## config.mk

```make
export PLATFORM = sky130hd
export DESIGN_NAME = flash_ctl_regs
export DESIGN_NICKNAME = d
export VERILOG_FILES = /design/src/rtl/flash_ctl_pkg.sv /design/src/rtl/flash_regfile.sv /design/src/rtl/flash_seq.sv /design/src/rtl/flash_ctl_regs.sv
export SDC_FILE = /design/constraint.sdc
export NUM_CORES = 1
export LEC_CHECK = 0
export ABC_AREA = 1
export ABC_CLOCK_PERIOD_IN_PS = 2400
export BUFFER_PORTS_ARGS = -buffer_cell sky130_fd_sc_hd__buf_4
export CORE_MARGIN = 2
export CORE_UTILIZATION = 50
export DETAILED_ROUTE_END_ITERATION = 16
export GPL_TIMING_DRIVEN = 0
export PLACE_DENSITY = 0.8
export REMOVE_ABC_BUFFERS = 1
export SYNTH_ARGS = -nofsm -noshare
export SYNTH_HDL_FRONTEND = slang
export SYNTH_HIERARCHICAL = 1
export SYNTH_SLANG_ARGS = --single-unit
export TNS_END_PERCENT = 1
```

## constraint.sdc

```tcl
create_clock -name clk -period 2.4 [get_ports clk]
set_input_delay 0.24 -clock clk [delete_from_list [all_inputs] [get_ports clk]]
set_output_delay 0.24 -clock clk [all_outputs]
set_load 0.02 [all_outputs]
```

## src/rtl/flash_ctl_pkg.sv

```systemverilog
package flash_ctl_pkg;
  // Word index of each register inside the window (byte offset >> 2)
  localparam int IDX_RAM = 0;
  localparam int IDX_FL  = 1;
  localparam int IDX_CMD = 2;
  localparam int IDX_EXE = 3;
  localparam int NUM_REGS = 4;

  // Command field position and codes
  localparam int CNT_LSB = 8;
  localparam logic [2:0] CMD_ERASE = 3'd1;
  localparam logic [2:0] CMD_PROG  = 3'd2;

  typedef enum logic [1:0] {
    SQ_IDLE  = 2'd0,
    SQ_FETCH = 2'd1,
    SQ_WRITE = 2'd2,
    SQ_ERASE = 2'd3
  } seq_state_e;
endpackage

```

## src/rtl/flash_regfile.sv

```systemverilog
module flash_regfile
  import flash_ctl_pkg::*;
#(
  parameter int DW     = 32,
  parameter int OFS_W  = 10,
  parameter int RAM_AW = 11,
  parameter int FL_AW  = 15,
  parameter int CNT_W  = 8
) (
  input  logic              clk,
  input  logic              rst_n,
  input  logic              req,
  input  logic              we,
  input  logic [OFS_W-1:0]  addr,
  input  logic [DW-1:0]     wdata,
  output logic [DW-1:0]     rdata,
  output logic              ready,
  output logic              err,
  input  logic              busy,
  input  logic              ram_inc,
  output logic [RAM_AW-1:0] ram_waddr,
  output logic [FL_AW-1:0]  fl_waddr,
  output logic [2:0]        cmd_sel,
  output logic [CNT_W-1:0]  cmd_cnt,
  output logic              exec_go
);
  localparam int IDX_W = OFS_W - 2;

  logic [IDX_W-1:0]  idx;
  logic              hit_ram, hit_fl, hit_cmd, hit_exe, mapped, commit;
  logic [RAM_AW-1:0] ram_q, ram_d;
  logic [FL_AW-1:0]  fl_q;
  logic [2:0]        cmd_q;
  logic [CNT_W-1:0]  cnt_q;
  logic              ram_en, fl_en, cmd_en;
  logic              unused_bits;

  assign idx     = addr[OFS_W-1:2];
  assign hit_ram = (idx == IDX_W'(IDX_RAM));
  assign hit_fl  = (idx == IDX_W'(IDX_FL));
  assign hit_cmd = (idx == IDX_W'(IDX_CMD));
  assign hit_exe = (idx == IDX_W'(IDX_EXE));
  assign mapped  = hit_ram | hit_fl | hit_cmd | hit_exe;

  // Writes stall while the engine runs; reads never do
  assign ready   = ~(req & we & busy);
  assign commit  = req & we & ready;
  assign err     = req & ready & ~mapped;
  assign exec_go = commit & hit_exe & wdata[0];

  // Clock enables
  assign ram_en = (commit & hit_ram) | ram_inc;
  assign fl_en  = commit & hit_fl;
  assign cmd_en = commit & hit_cmd;

  always_comb begin
    ram_d = ram_q;
    if (commit && hit_ram) ram_d = wdata[RAM_AW-1:0];
    else if (ram_inc)      ram_d = ram_q + 1'b1;
  end

  always_ff @(posedge clk or negedge rst_n) begin
    if (!rst_n) begin
      ram_q <= '0;
      fl_q  <= '0;
      cmd_q <= '0;
      cnt_q <= '0;
    end else begin
      if (ram_en) ram_q <= ram_d;
      if (fl_en)  fl_q  <= wdata[FL_AW-1:0];
      if (cmd_en) begin
        cmd_q <= wdata[2:0];
        cnt_q <= wdata[CNT_LSB +: CNT_W];
      end
    end
  end

  always_comb begin
    rdata = '0;
    if (hit_ram) rdata[RAM_AW-1:0] = ram_q;
    if (hit_fl)  rdata[FL_AW-1:0]  = fl_q;
    if (hit_cmd) begin
      rdata[2:0]              = cmd_q;
      rdata[CNT_LSB +: CNT_W] = cnt_q;
    end
  end

  assign ram_waddr = ram_q;
  assign fl_waddr  = fl_q;
  assign cmd_sel   = cmd_q;
  assign cmd_cnt   = cnt_q;

  assign unused_bits = ^{wdata[DW-1:CNT_LSB+CNT_W], addr[1:0]};
endmodule

```

## src/rtl/flash_seq.sv

```systemverilog
module flash_seq
  import flash_ctl_pkg::*;
#(
  parameter int DW     = 32,
  parameter int FL_AW  = 15,
  parameter int CNT_W  = 8
) (
  input  logic             clk,
  input  logic             rst_n,
  input  logic             exec_go,
  input  logic [2:0]       cmd_sel,
  input  logic [CNT_W-1:0] cmd_cnt,
  input  logic [FL_AW-1:0] fl_waddr,
  input  logic             ram_ack,
  input  logic [DW-1:0]    ram_rdata,
  input  logic             fl_ack,
  output logic             busy,
  output logic             ram_req,
  output logic             ram_inc,
  output logic             fl_req,
  output logic             fl_erase,
  output logic [FL_AW-1:0] fl_addr,
  output logic [DW-1:0]    fl_wdata
);
  seq_state_e       st_q, st_d;
  logic [CNT_W-1:0] rem_q, rem_d;
  logic [FL_AW-1:0] fcnt_q, fcnt_d;
  logic [DW-1:0]    buf_q;
  logic             buf_en;

  assign buf_en = (st_q == SQ_FETCH) & ram_ack;

  always_comb begin
    st_d   = st_q;
    rem_d  = rem_q;
    fcnt_d = fcnt_q;
    unique case (st_q)
      SQ_IDLE: begin
        if (exec_go) begin
          if (cmd_sel == CMD_ERASE) begin
            st_d = SQ_ERASE;
          end else if (cmd_sel == CMD_PROG) begin
            st_d   = SQ_FETCH;
            rem_d  = cmd_cnt;
            fcnt_d = fl_waddr;
          end
        end
      end
      SQ_FETCH: if (ram_ack) st_d = SQ_WRITE;
      SQ_WRITE: begin
        if (fl_ack) begin
          fcnt_d = fcnt_q + 1'b1;
          if (rem_q == '0) begin
            st_d = SQ_IDLE;
          end else begin
            rem_d = rem_q - 1'b1;
            st_d  = SQ_FETCH;
          end
        end
      end
      SQ_ERASE: if (fl_ack) st_d = SQ_IDLE;
      default:  st_d = SQ_IDLE;
    endcase
  end

  always_ff @(posedge clk or negedge rst_n) begin
    if (!rst_n) begin
      st_q   <= SQ_IDLE;
      rem_q  <= '0;
      fcnt_q <= '0;
      buf_q  <= '0;
    end else begin
      st_q   <= st_d;
      rem_q  <= rem_d;
      fcnt_q <= fcnt_d;
      if (buf_en) buf_q <= ram_rdata;
    end
  end

  assign busy     = (st_q != SQ_IDLE);
  assign ram_req  = (st_q == SQ_FETCH);
  assign ram_inc  = (st_q == SQ_WRITE) & fl_ack;
  assign fl_req   = (st_q == SQ_WRITE) | (st_q == SQ_ERASE);
  assign fl_erase = (st_q == SQ_ERASE);
  assign fl_addr  = (st_q == SQ_ERASE) ? fl_waddr : fcnt_q;
  assign fl_wdata = buf_q;
endmodule

```

## src/rtl/flash_ctl_regs.sv

```systemverilog
module flash_ctl_regs
  import flash_ctl_pkg::*;
#(
  parameter int DW     = 32,
  parameter int OFS_W  = 10,
  parameter int RAM_AW = 11,
  parameter int FL_AW  = 15,
  parameter int CNT_W  = 8
) (
  input  logic              clk,
  input  logic              rst_n,
  input  logic              bus_req,
  input  logic              bus_we,
  input  logic [OFS_W-1:0]  bus_addr,
  input  logic [DW-1:0]     bus_wdata,
  output logic [DW-1:0]     bus_rdata,
  output logic              bus_ready,
  output logic              bus_err,
  output logic              busy,
  output logic              ram_req,
  output logic [RAM_AW-1:0] ram_addr,
  input  logic              ram_ack,
  input  logic [DW-1:0]     ram_rdata,
  output logic              fl_req,
  output logic              fl_erase,
  output logic [FL_AW-1:0]  fl_addr,
  output logic [DW-1:0]     fl_wdata,
  input  logic              fl_ack
);
  logic             ram_inc, exec_go;
  logic [FL_AW-1:0] fl_waddr;
  logic [2:0]       cmd_sel;
  logic [CNT_W-1:0] cmd_cnt;

  flash_regfile #(
    .DW(DW), .OFS_W(OFS_W), .RAM_AW(RAM_AW), .FL_AW(FL_AW), .CNT_W(CNT_W)
  ) u_regs (
    .clk       (clk),
    .rst_n     (rst_n),
    .req       (bus_req),
    .we        (bus_we),
    .addr      (bus_addr),
    .wdata     (bus_wdata),
    .rdata     (bus_rdata),
    .ready     (bus_ready),
    .err       (bus_err),
    .busy      (busy),
    .ram_inc   (ram_inc),
    .ram_waddr (ram_addr),
    .fl_waddr  (fl_waddr),
    .cmd_sel   (cmd_sel),
    .cmd_cnt   (cmd_cnt),
    .exec_go   (exec_go)
  );

  flash_seq #(
    .DW(DW), .FL_AW(FL_AW), .CNT_W(CNT_W)
  ) u_seq (
    .clk       (clk),
    .rst_n     (rst_n),
    .exec_go   (exec_go),
    .cmd_sel   (cmd_sel),
    .cmd_cnt   (cmd_cnt),
    .fl_waddr  (fl_waddr),
    .ram_ack   (ram_ack),
    .ram_rdata (ram_rdata),
    .fl_ack    (fl_ack),
    .busy      (busy),
    .ram_req   (ram_req),
    .ram_inc   (ram_inc),
    .fl_req    (fl_req),
    .fl_erase  (fl_erase),
    .fl_addr   (fl_addr),
    .fl_wdata  (fl_wdata)
  );
endmodule

```

# Word level (Yosys, flattened, before mapping)
# Index checks and enable logic that the tools add are counted.
dict set report word_totals {
  output_inout_bits 96
  word_cells 83
  reg_bits 94
}
dict set report op_classes {
  addsub 3
  reduce_logical 11
  n_eq_ne 16
  bitwise 19
  n_mux 26
}
# op n
set op_table {}
lappend op_table {{2-to-1 mux 15 bit} 6}
lappend op_table {{2-to-1 mux 8 bit} 6}
lappend op_table {{2-to-1 mux 11 bit} 3}
lappend op_table {{one-hot mux 15 bit (2 select lines)} 1}
lappend op_table {{equality test 8 x 2 -> 1 bit (second input constant)} 2}
lappend op_table {{logical NOT 8 bit} 2}
lappend op_table {{one-hot mux 8 bit (2 select lines)} 1}
lappend op_table {{adder 15 x 1 -> 15 bit (second input constant)} 1}
lappend op_table {{bitwise AND 1 bit} 12}
lappend op_table {{2-to-1 mux 2 bit} 6}
lappend op_table {{adder 11 x 1 -> 11 bit (second input constant)} 1}
lappend op_table {{AND reduction 5 bit} 2}
lappend op_table {{equality test 8 x 1 -> 1 bit (second input constant)} 1}
lappend op_table {{!= test 2 bit (second input constant)} 4}
lappend op_table {{one-hot mux 2 bit (4 select lines)} 1}
lappend op_table {{subtractor 8 x 1 -> 8 bit (second input constant)} 1}
lappend op_table {{!= test 2 x 1 -> 1 bit (second input constant)} 3}
lappend op_table {{AND reduction 6 bit} 1}
lappend op_table {{nonzero test 2 bit} 3}
lappend op_table {{bitwise OR 1 bit} 5}
lappend op_table {{equality test 2 bit (second input constant)} 2}
lappend op_table {{equality test 3 x 1 -> 1 bit (second input constant)} 1}
lappend op_table {{equality test 3 x 2 -> 1 bit (second input constant)} 1}
lappend op_table {{2-to-1 mux 3 bit} 1}
lappend op_table {{other kinds (7)} 8}

# Depth between registers and ports, before layout
# Gate-level depths: netlist of the first run.
dict set report logic_depth {
  word_depth 8
  depth_mapped 13
}

# Cells and area by module
# The synthesis of the first run kept the hierarchy.
# module cells_each area_per_inst_um2 instances
set modules_own_cells {}
lappend modules_own_cells {flash_seq 415 3316.9 1}
lappend modules_own_cells {flash_regfile 312 2280.9 1}

# Worst setup path after synthesis of the first run
# OpenSTA, ideal clock, no wires.
dict set report synth_timing {
  path_kind {reg-to-reg}
  start {register u_seq.st_q[1]}
  end {register u_seq.fcnt_q[4]}
  setup_slack_ns 0.295
  setup_time_ns 0.124
  arrival_ns 1.981
  required_time_ns 2.276
  path_stages_with_launch 14
  synth_period_minus_slack_ns 2.105
  n_path_buf 1
  path_cell_list {dfrtp_1 nor2_4 inv_1 nor2_8 inv_2 nor4_1 inv_1 nand2_1 nand2_1 inv_1 nand2_4 buf_6 nand2_1 nand2_1}
}
dict set report synth_between {
  elab_chain_len 8
}
# item line_no
set synth_rtl {}
lappend synth_rtl {{start: declaration} flash_seq.sv:25} ;# seq_state_e st_q, st_d;
lappend synth_rtl {{start signal: assignment} flash_seq.sv:73} ;# st_q <= st_d;
lappend synth_rtl {{nonzero test 2 bit} flash_seq.sv:80} ;# assign busy = (st_q != SQ_IDLE);
lappend synth_rtl {{named net busy} flash_ctl_regs.sv:19} ;# output logic busy,
lappend synth_rtl {{bitwise AND 1 bit} flash_regfile.sv:46} ;# assign ready = ~(req & we & busy);
lappend synth_rtl {{NOT 1 bit} flash_regfile.sv:46}
lappend synth_rtl {{bitwise AND 1 bit} flash_regfile.sv:47} ;# assign commit = req & we & ready;
lappend synth_rtl {{bitwise AND 1 bit (2 in series)} flash_regfile.sv:49} ;# assign exec_go = commit & hit_exe & wdata[0];
lappend synth_rtl {{named net exec_go} flash_ctl_regs.sv:30} ;# logic ram_inc, exec_go;
lappend synth_rtl {{!= test 2 bit (no source line)} -}
lappend synth_rtl {{AND reduction 5 bit (no source line)} -}
lappend synth_rtl {{end signal: assignment} flash_seq.sv:75} ;# fcnt_q <= fcnt_d;
lappend synth_rtl {{end: declaration} flash_seq.sv:27} ;# logic [FL_AW-1:0] fcnt_q, fcnt_d;
# The timed path passes the listed nets, and every way through them passes these cells.
# A chain may end at the register's enable or synchronous reset.

# Worst setup path after layout of the first run
dict set report layout_timing {
  start {register u_seq.st_q[1]}
  end {output fl_addr[1]}
}
dict set report layout_between {
  elab_chain_len 2
}
# item line_no
set layout_rtl {}
lappend layout_rtl {{equality test 2 bit} flash_seq.sv:85} ;# assign fl_addr = (st_q == SQ_ERASE) ? fl_waddr : fcnt_q;
lappend layout_rtl {{2-to-1 mux 15 bit} flash_seq.sv:85}
lappend layout_rtl {{end: declaration} flash_ctl_regs.sv:26} ;# output logic [FL_AW-1:0] fl_addr,
# No other way between the ends.

==> results.py, run 1 <==
metrics = {
    "routing": {
        "route.detailed.drc": 0,
        "viasPerCell": 5.229,
        "drt_iter0_drc": 370,
        "drt-total-wl_um": 14680,
        "wl_per_cell_um": 14.64,
        "first_pass_iters": 5,
        "num_vias": 5245,
        "ant_nets": 0,
    },
    "sta": {
        "hold_viol_final": 0,
        "fin_setup_tns_ns": 0,
        "finalClockSkew_ns": 0.006413,
        "rsz0062_at_grt": "yes",
        "worstMarginPinSlew_ns": 1.190,
        "finalCritPeriodShare_pct": 95.28,
        "fmax_ghz": 0.4373,
        "slew_violations": 0,
        "period_needed_ns": 2.287,
        "max_slew_margin_pct": 20.66,
        "finalSetupViolCount": 0,
    },
    "pwr": {
        "combPwrFrac_pct": 48.1,
        "swShare_pct": 43.41,
        "power_switching_mw": 2.962,
        "power_density_nw_per_um2": 1001,
        "clkPwrFrac_pct": 14.9,
        "pwr-share-seq_pct": 36.9,
        "p_leak_nw": 3.568,
        "power.internal_mw": 3.861,
        "peakVddDrop_v": 0.0007940,
    },
    "layout": {
        "nets": 941,
        "design_area_um2": 6815,
        "nFillCells": 969,
        "area_growth_pct": 21.75,
        "antennaDiodeCount": 0,
        "drive_above_1_share_pct": 26.07,
    },
    "die": {
        "pin_count": 176,
        "coreArea_um2": 10890,
        "die_h_um": 109.8,
        "start_util_pct": 51.41,
        "dieArea_um2": 12060,
        "die_x_um": 109.8,
        "rows": 38,
    },
    "cts": {
        "htree_levels": 3,
        "clkSlewWorstSetupHoldPaths_ns": 0.10,
        "hold_buffers": 0,
        "clock_path_buffers": 2,
        "clk_latency_ns": 0.36,
        "cts_root_buf": "clkbuf_8",
        "cts_tree": "done",
        "cts_inserted_buffers": 9,
        "clkSinkCount": 94,
    },
    "worst_setup_path": {
        "start_kind": "flip-flop",
        "crit_start": "u_seq/st_q[1]$_DFFE_PN0P_",
        "rr_worst_depth": 13,
        "rr_startpoint": "u_seq/st_q[1]$_DFFE_PN0P_",
        "worst_setup_path_end_kind": "output port",
        "cp_data_arrival_time_ns": 2.05,
        "crit_fanout": 13,
        "required_ns": 2.16,
        "path_class": "reg -> out",
    },
    "worst_hold_path": {
        "hold_path.class": "in -> reg",
        "min_path_cells": 3,
        "holdCritStartpoint": "bus_wdata[15]",
    },
    "grt": {
        "gr-total-overflow": 0,
        "track_usage_pct": 25.14,
        "grt_first_pass_wirelength_um": 23750,
        "grt_start_max_net_pins": 95,
        "antenna_found_initial": 0,
        "grt_pass1_vias": 4796,
    },
    "flow_run": {
        "maxCapViolCount": 0,
    },
    "yosys": {
        "syn_inst": 727,
        "ys_types": 34,
        "yosysSeqAreaShare_pct": 42.02,
        "yosysWarnings": 6,
        "syn_area_um2": 5598,
        "synth_edf_count": 0,
        "synthArstFlopShare_pct": 100.0,
        "avgSynthCellArea_um2": 7.700,
        "synth-seq-cells": 94,
        "synth_flop_cell": "dfrtp_1",
    },
    "placed_design": {
        "portBuffers": 141,
        "placed_area_um2": 6581,
        "dp_hpwl_um": 10370,
        "place_congestion": 0.9041,
    },
    "outcome": {
        "status": "complete, no violations",
    },
}
[Yosys cell counts (all sizes together) (2+ instances only)]
cell type / instances / area [µm²]
nand4: 9 / 56.30
o211ai: 7 / 52.55
dfrtp: 94 / 2352
inv: 75 / 284.0
mux2: 32 / 405.4
a21oi: 2 / 13.76
nand3: 90 / 463.0
o21ai: 55 / 286.5
xor2: 4 / 35.03
ha: 3 / 37.54
nor2: 60 / 304.0
nand2: 250 / 968.4
clkbuf: 5 / 18.77
buf: 35 / 287.8
[worst max-delay path, cell delays in order (launching register included)]
cell and delay (ns):
dfrtp_2 0.49, nand2_2 0.28, clkinvlp_4 0.29, o21ai_0 0.40, buf_4 0.22
[routing by layer]
| layer | global-route usage (%) | share of wire (%) |
|---|---|---|
| met4 | 6.781 | 1.3 |
| met1 | 36.44 | 43 |
| met2 | 39.83 | 48 |
| met3 | 3.023 | 7.7 |
| met5 | 0 | 0 |
[stage by stage]
step | power (mW) | worst slack, ns | util [%] | instances | hold slack [ns]
after floorplan | 4.524 | -0.06066 | - | 702 | -0.05559
after global routing | 7.291 | -0.05385 | 62.59 | 1003 | 0.08656
after detailed placement | 5.774 | -0.4093 | 60.45 | 983 | 0.4581
final | 6.822 | 0.1134 | 62.59 | 1003 | 0.08803
after CTS | 6.826 | -0.06522 | 62.42 | 1002 | 0.07701
after global placement | 5.698 | -0.4225 | 60.45 | 983 | 0.4591
[cells by family (layout without fill, tap and decap cells)]
family	count (synthesis)	in the layout	share of synthesized area, %
muxes	32	32	7.242
DFF	94	94	42.02
other	1	16	0.06699
adders and majority gates	3	3	0.6706
xor gates and xnor gates	4	4	0.6258
buffers and inverters	116	236	10.64
AOI/OAI and AO/OA	65	65	6.415
and+or+nand+nor	412	413	32.32
[state kept, by name, indices dropped and copies added, names as in the netlist]
signal / flops
u_seq/st_q: 2
u_regs/fl_waddr: 15
u_seq/fcnt_q: 15
u_seq/rem_q: 8
u_regs/cmd_sel: 3
u_regs/cmd_cnt: 8
u_seq/fl_wdata: 32
u_regs/ram_waddr: 11
[final timing paths]
kind	to	slack (ns)
worst max-delay path	fl_addr[1]	0.11
worst min-delay path	u_regs/cmd_cnt[7]$_DFFE_PN0P_	0.09
worst max register to register	u_seq/rem_q[2]$_DFFE_PN0P_	0.11
worst min register to register	u_regs/fl_waddr[7]$_DFFE_PN0P_	0.51
max in group asynchronous	u_seq/st_q[1]$_DFFE_PN0P_	1.46
min in group asynchronous	u_seq/fl_wdata[13]$_DFFE_PN0P_	0.11
[cell usage in the layout (no fill, tap or decap), drive strengths merged]
master / count
nand4: 9
o21ai: 55
xor2: 4
clkbuf: 9
ha: 3
nor3: 1
a21oi: 2
mux2: 32
buf: 143
nor4: 1
clkinv: 4
conb: 16
nand3: 90
dfrtp: 94
or2: 1
inv: 77
nand2: 250
clkinvlp: 3
o22ai: 1
o211ai: 7
nor2: 61
[layout make-up]
class / count / area [µm²] / area share [%]
Multi-Input combinational cell: 533 / 2724 / 39.97
Sequential cell: 94 / 2354 / 34.53
Timing Repair Buffer: 143 / 1074 / 15.75
Inverter: 76 / 292.8 / 4.296
Tap cell: 140 / 175.2 / 2.570
Clock buffer: 9 / 123.9 / 1.818
Clock inverter: 7 / 65.06 / 0.9547
Timing Repair inverter: 1 / 7.507 / 0.1102
[power groups by stage]
stage	sequential, mW	clock [mW]	combinational (mW)
global placement	2.51	0	3.19
floorplan	2.86	0	1.67
detailed placement	2.53	0	3.24
CTS	2.51	1.05	3.27
global route	2.59	1.10	3.60
finish	2.52	1.02	3.28
[timing repair]
action / 4_1_cts / 5_1_grt
setup endpoints to repair: 28 / 29
gates resized for setup: 0 / 5
pin swaps: 2 / 0
cloned: 1 / 1
buffers inserted: 2 / 0
Power figures use the tool's default switching activity.
==> inputs of run 2 (changes only) <==
--- a/config.mk
+++ b/config.mk
@@ -11,8 +11,8 @@
 export CORE_MARGIN = 2
 export CORE_UTILIZATION = 50
+export CTS_CLUSTER_SIZE = 25
 export DETAILED_ROUTE_END_ITERATION = 16
 export GPL_TIMING_DRIVEN = 0
 export PLACE_DENSITY = 0.8
-export REMOVE_ABC_BUFFERS = 1
 export SYNTH_ARGS = -nofsm -noshare
 export SYNTH_HDL_FRONTEND = slang
==> constraint.sdc (replaced) <==
create_clock -name clk -period 2.4 [get_ports clk]
set_input_delay 0.24 -clock clk [delete_from_list [all_inputs] [get_ports clk]]
set_output_delay 0.24 -clock clk [all_outputs]
set_load 0.05 [all_outputs]
==> run 2 against run 1 <==
First-iteration DRC count rose by 7.6%. Global-route usage grew 1.4 points. Via count rose by 4.0%. Setup slack improved by 0.048 ns. Critical path type unchanged. Largest power group unchanged. Highest routed layer unchanged.
==> results.py, run 2 (synthesis gave the netlist of run 1 again) <==
metrics = {
    "sta": {
        "finalSetupViolCount": 0,
        "setup_slack_ns": 0.1610,
        "hold_ws_ns": 0.06761,
        "slew_violations": 0,
        "finalClockSkew_ns": 0.01127,
        "finalCritPeriodShare_pct": 93.29,
        "period_needed_ns": 2.239,
        "fmax_ghz": 0.4466,
        "max_slew_margin_pct": 19.62,
        "rsz0062_at_grt": "yes",
        "worstMarginPinSlew_ns": 1.206,
        "hold_viol_final": 0,
    },
    "layout": {
        "final_cell_mix": "241 x nand2_1, 164 x buf_4, 92 x dfrtp_1",
        "design_area_um2": 7174,
        "area_growth_pct": 28.16,
        "drive_above_1_share_pct": 28.94,
        "antennaDiodeCount": 0,
        "nets": 980,
        "final_common_cell": "nand2_1",
        "largest_reg_flops": 32,
    },
    "grt": {
        "track_usage_pct": 26.57,
        "grt_first_pass_wirelength_um": 24760,
        "gr-total-overflow": 0,
        "grt_start_max_net_pins": 95,
        "grt_pass1_vias": 5002,
        "antenna_found_initial": 0,
    },
    "pwr": {
        "power_density_nw_per_um2": 1161,
        "p_leak_nw": 3.803,
        "peakVddDrop_v": 0.0007070,
    },
    "placed_design": {
        "portBuffers": 141,
        "dp_hpwl_um": 11450,
        "place_congestion": 0.9673,
        "placed_area_um2": 6890,
        "dp_slack_ns": 0.01296,
    },
    "die": {
        "pin_count": 176,
        "coreArea_um2": 10890,
        "die_h_um": 109.8,
        "die_x_um": 109.8,
        "dieArea_um2": 12060,
        "start_util_pct": 51.41,
        "rows": 38,
    },
    "routing": {
        "ant_nets": 0,
        "num_vias": 5454,
        "first_pass_iters": 5,
        "viasPerCell": 5.234,
        "drt_iter0_drc": 398,
        "route.detailed.drc": 0,
        "wl_per_cell_um": 14.74,
        "drt-total-wl_um": 15360,
    },
    "worst_setup_path": {
        "cp_data_arrival_time_ns": 2.00,
        "path_class": "reg -> out",
        "crit_start": "u_seq/st_q[1]$_DFFE_PN0P_",
        "start_kind": "flip-flop",
        "worst_setup_path_end_kind": "output port",
        "rr_startpoint": "u_seq/st_q[1]$_DFFE_PN0P_",
        "required_ns": 2.16,
        "crit_fanout": 10,
    },
    "cts": {
        "clk_latency_ns": 0.37,
        "cts_root_buf": "clkbuf_8",
        "htree_levels": 3,
        "cts_tree": "done",
        "clkSlewWorstSetupHoldPaths_ns": 0.09,
        "clock_path_buffers": 2,
        "clkSinkCount": 94,
        "cts_inserted_buffers": 9,
    },
    "worst_hold_path": {
        "hold_path.class": "in -> async",
    },
    "flow_run": {
        "maxCapViolCount": 0,
    },
    "outcome": {
        "status": "complete, no violations",
    },
}
-- run 2: per-layer routing --
metal | global-route usage (%) | wire length, µm | part of all wire [%] | vias up
li1 | - | - | - | 2639
met1 | 37.23 | 6547 | 43 | 2568
met2 | 41.67 | 7477 | 49 | 225
met3 | 4.742 | 1083 | 7.1 | 22
met4 | 8.680 | 249 | 1.6 | 0
met5 | 0 | 0 | 0 | -
-- run 2: final cells by class --
cell class | instances | area, µm²
clock inverters | 7 | 126.4
fillers | 932 | 3714
inverters | 76 | 289.0
multi-input cells | 532 | 2718
repair buffers | 144 | 1081
well taps | 140 | 175.2
plain buffers | 40 | 306.5
clock buffers | 9 | 123.9
flip-flops and latches | 94 | 2355
-- run 2: metrics by stage --
step	total power [mW]	utilization, %	std cells	TNS, ns
5_1_grt	8.796	65.89	1042	-0.006285
3_3_place_gp	6.929	63.28	1023	0
2_1_floorplan	5.705	-	742	-0.2443
6_report	8.329	65.89	1042	0
4_1_cts	8.314	65.61	1039	0
3_5_place_dp	7.010	63.28	1023	0
-- run 2: final timing paths --
path | to | slack, ns | depth (start not counted)
worst max-delay path | fl_addr[10] | 0.16 | 7
worst min-delay path | u_seq/fl_wdata[15]$_DFFE_PN0P_ | 0.07 | 1
worst max register to register | u_seq/fcnt_q[3]$_DFFE_PN0P_ | 0.23 | 13
worst min register to register | u_seq/fl_wdata[12]$_DFFE_PN0P_ | 0.51 | 1
max in group asynchronous | u_seq/st_q[1]$_DFFE_PN0P_ | 1.46 | 1
min in group clk | u_regs/cmd_cnt[7]$_DFFE_PN0P_ | 0.09 | 3
-- run 2: power by group --
part / internal (mW) / total [mW] / switching, mW / leakage [nW]
Clock: 0.707 / 1.31 / 0.603 / 0.122
Sequential: 2.08 / 2.52 / 0.438 / 1.18
Combinational: 1.52 / 4.50 / 2.98 / 2.50
-- run 2: critical path: stages (launching register included) --
cell and delay (ns):
dfrtp_2 0.43, buf_4 0.13, nand2_1 0.09, inv_1 0.09, clkbuf_1 0.40, nand2_1 0.11, o21ai_0 0.13, buf_4 0.25
-- run 2: repair_timing --
action / in CTS / in global routing
gates resized for setup: 1 / 4
pin swaps: 0 / 2
hold buffers: 0 / 0
endpoints found under the setup margin: 2 / 32
buffers inserted: 0 / 3
==> inputs of run 3 (changes only) <==
CORE_MARGIN = 8   (was 2)
==> run 3 against run 2 <==
Via count fell by 1.7%. Setup slack improved by 0.060 ns. Clock power fell by 16%. Critical path type is now reg -> reg. Largest power group unchanged.
==> results.py, run 3 (synthesis gave the netlist of run 1 again) <==
metrics = {
    "grt": {
        "antenna_found_initial": 0,
        "grt_start_max_net_pins": 95,
        "gr-total-overflow": 0,
        "track_usage_pct": 21.86,
        "grt_pass1_vias": 5108,
        "grt_first_pass_wirelength_um": 25880,
    },
    "worst_setup_path": {
        "r2r_end": "u_seq/fcnt_q[12]$_DFFE_PN0P_",
        "cp_common_cell": "nand2_1",
        "rr_worst_depth": 13,
        "rr_startpoint": "u_seq/st_q[1]$_DFFE_PN0P_",
        "cp_slowest_stage_delay_ns": 0.46,
        "path_cells": "nor2_4 > inv_1 > nor2_8 > inv_2 > nor4_1 > inv_1 > nand2_1 > nand2_1 > inv_1 > nand2_4 > buf_6 > nand2_1 > nand2_1",
        "worst_setup_path_end_kind": "flip-flop",
        "required_ns": 2.67,
        "slowest_stage": "dfrtp_2",
        "r2r_slack_ns": 0.22,
        "path_buf_inv": 5,
        "path_class": "reg -> reg",
        "cp.depth": 13,
        "cp_top_family": "simple AND/OR/NAND/NOR gates",
        "start_kind": "flip-flop",
        "cp_data_arrival_time_ns": 2.44,
        "crit_fanout": 10,
    },
    "layout": {
        "largest_reg_flops": 32,
        "nFillCells": 952,
        "area_growth_pct": 27.34,
        "final_cell_mix": "241 x nand2_1, 165 x buf_4, 92 x dfrtp_1",
        "final_common_cell": "nand2_1",
        "final_core_util_pct": 65.47,
        "nets": 981,
        "drive_above_1_share_pct": 28.79,
        "antennaDiodeCount": 0,
    },
    "cts": {
        "clkSinkCount": 94,
        "cts_tree": "done",
        "clk_latency_ns": 0.37,
        "cts_inserted_buffers": 9,
        "clkSlewWorstSetupHoldPaths_ns": 0.10,
        "cts_root_buf": "clkbuf_8",
        "htree_levels": 3,
        "clock_path_buffers": 2,
        "hold_buffers": 0,
    },
    "sta": {
        "slew_violations": 0,
        "finalSetupViolCount": 0,
        "finalCritPeriodShare_pct": 90.79,
        "worstMarginPinSlew_ns": 1.224,
        "hold_ws_ns": 0.06455,
        "finalClockSkew_ns": 0.01427,
        "fmax_ghz": 0.4589,
        "rsz0062_at_grt": "no",
        "max_slew_margin_pct": 18.39,
        "hold_viol_final": 0,
        "period_needed_ns": 2.179,
    },
    "routing": {
        "wl_per_cell_um": 15.58,
        "num_vias": 5360,
        "first_pass_iters": 5,
        "route.detailed.drc": 0,
        "routed-wl-met2_um": 7860,
        "viasPerCell": 5.139,
        "drt-total-wl_um": 16250,
        "ant_nets": 0,
        "drt_iter0_drc": 463,
        "wl_met1_um": 6991,
        "highest_layer": "met4",
        "dr_wl_met3_um": 1010,
    },
    "die": {
        "dieArea_um2": 14840,
        "die_h_um": 121.8,
        "rows": 38,
        "die_x_um": 121.8,
        "pin_count": 176,
        "start_util_pct": 51.41,
        "coreArea_um2": 10890,
    },
    "worst_hold_path": {
        "hold_path.class": "in -> async",
    },
    "placed_design": {
        "portBuffers": 141,
        "place_congestion": 0.9304,
        "dp_hpwl_um": 12390,
    },
    "pwr": {
        "swShare_pct": 49.76,
        "power_switching_mw": 4.057,
        "power.internal_mw": 4.095,
        "pwr-share-seq_pct": 30.9,
        "clkPwrFrac_pct": 13.5,
        "power_density_nw_per_um2": 1144,
        "peakVddDrop_v": 0.0008489,
        "p_leak_nw": 3.785,
        "combPwrFrac_pct": 55.6,
    },
    "flow_run": {
        "maxCapViolCount": 0,
    },
    "outcome": {
        "status": "complete, no violations",
    },
}
[run 3: worst register-to-register path: cells and delay by family (launching register included)]
kind | cells | cell delay, ns
simple gates | 8 | 1.00
flops | 1 | 0.46
buf+inv | 5 | 0.62
[run 3: cell type report]
type | count | area (µm²) | share of cell area, %
flip-flops and latches | 94 | 2355 | 33.03
repair buffers | 145 | 1089 | 15.27
multi-input cells | 532 | 2711 | 38.04
clock inverters | 7 | 78.83 | 1.106
inverters | 76 | 289.0 | 4.055
clock buffers | 9 | 123.9 | 1.738
plain buffers | 40 | 306.5 | 4.301
well taps | 140 | 175.2 | 2.457
[run 3: timing repair]
| action | in CTS | in global routing |
|---|---|---|
| setup endpoints to repair | 0 | 32 |
| resized for setup | 0 | 3 |
| setup buffers | 0 | 4 |
[run 3: metal layers]
layer | global-route usage, % | vias up
met1 | 28.37 | 2498
li1 | - | 2637
met2 | 35.50 | 196
met4 | 7.941 | 0
met5 | 0 | -
met3 | 4.304 | 29
[run 3: through the flow]
stage	instances	instance area (µm²)	worst slack (ns)	total power [mW]	setup TNS, ns
final	1043	7128	0.2210	8.152	0
after CTS	1039	7093	0.0001690	8.152	0
after global routing	1043	7128	0.1003	8.584	0
after global placement	1023	6890	0.01793	6.971	0
after detailed placement	1023	6890	0.02142	7.053	0
after floorplan	742	5657	-0.03053	5.705	-0.2443
[run 3: power by group through the flow]
stage / clock (mW) / sequential, mW / combinational, mW
finish: 1.10 / 2.52 / 4.53
global route: 1.17 / 2.58 / 4.83
CTS: 1.12 / 2.52 / 4.51
detailed placement: 0 / 2.54 / 4.51
global placement: 0 / 2.52 / 4.45
floorplan: 0 / 3.58 / 2.12
[run 3: worst max-delay path by stage]
| stage | startpoint | to | slack (ns) |
|---|---|---|---|
| floorplan | u_seq/st_q[1]$_DFFE_PN0P_ | fl_addr[0] | -0.03 |
| global placement | u_seq/st_q[1]$_DFFE_PN0P_ | u_seq/rem_q[6]$_DFFE_PN0P_ | 0.02 |
| detailed placement | u_seq/st_q[1]$_DFFE_PN0P_ | u_seq/rem_q[2]$_DFFE_PN0P_ | 0.02 |
| CTS | u_seq/st_q[1]$_DFFE_PN0P_ | u_seq/rem_q[1]$_DFFE_PN0P_ | 0.0002 |
| global route | u_seq/st_q[1]$_DFFE_PN0P_ | u_seq/fcnt_q[3]$_DFFE_PN0P_ | 0.10 |
| finish | u_seq/st_q[1]$_DFFE_PN0P_ | u_seq/fcnt_q[12]$_DFFE_PN0P_ | 0.22 |
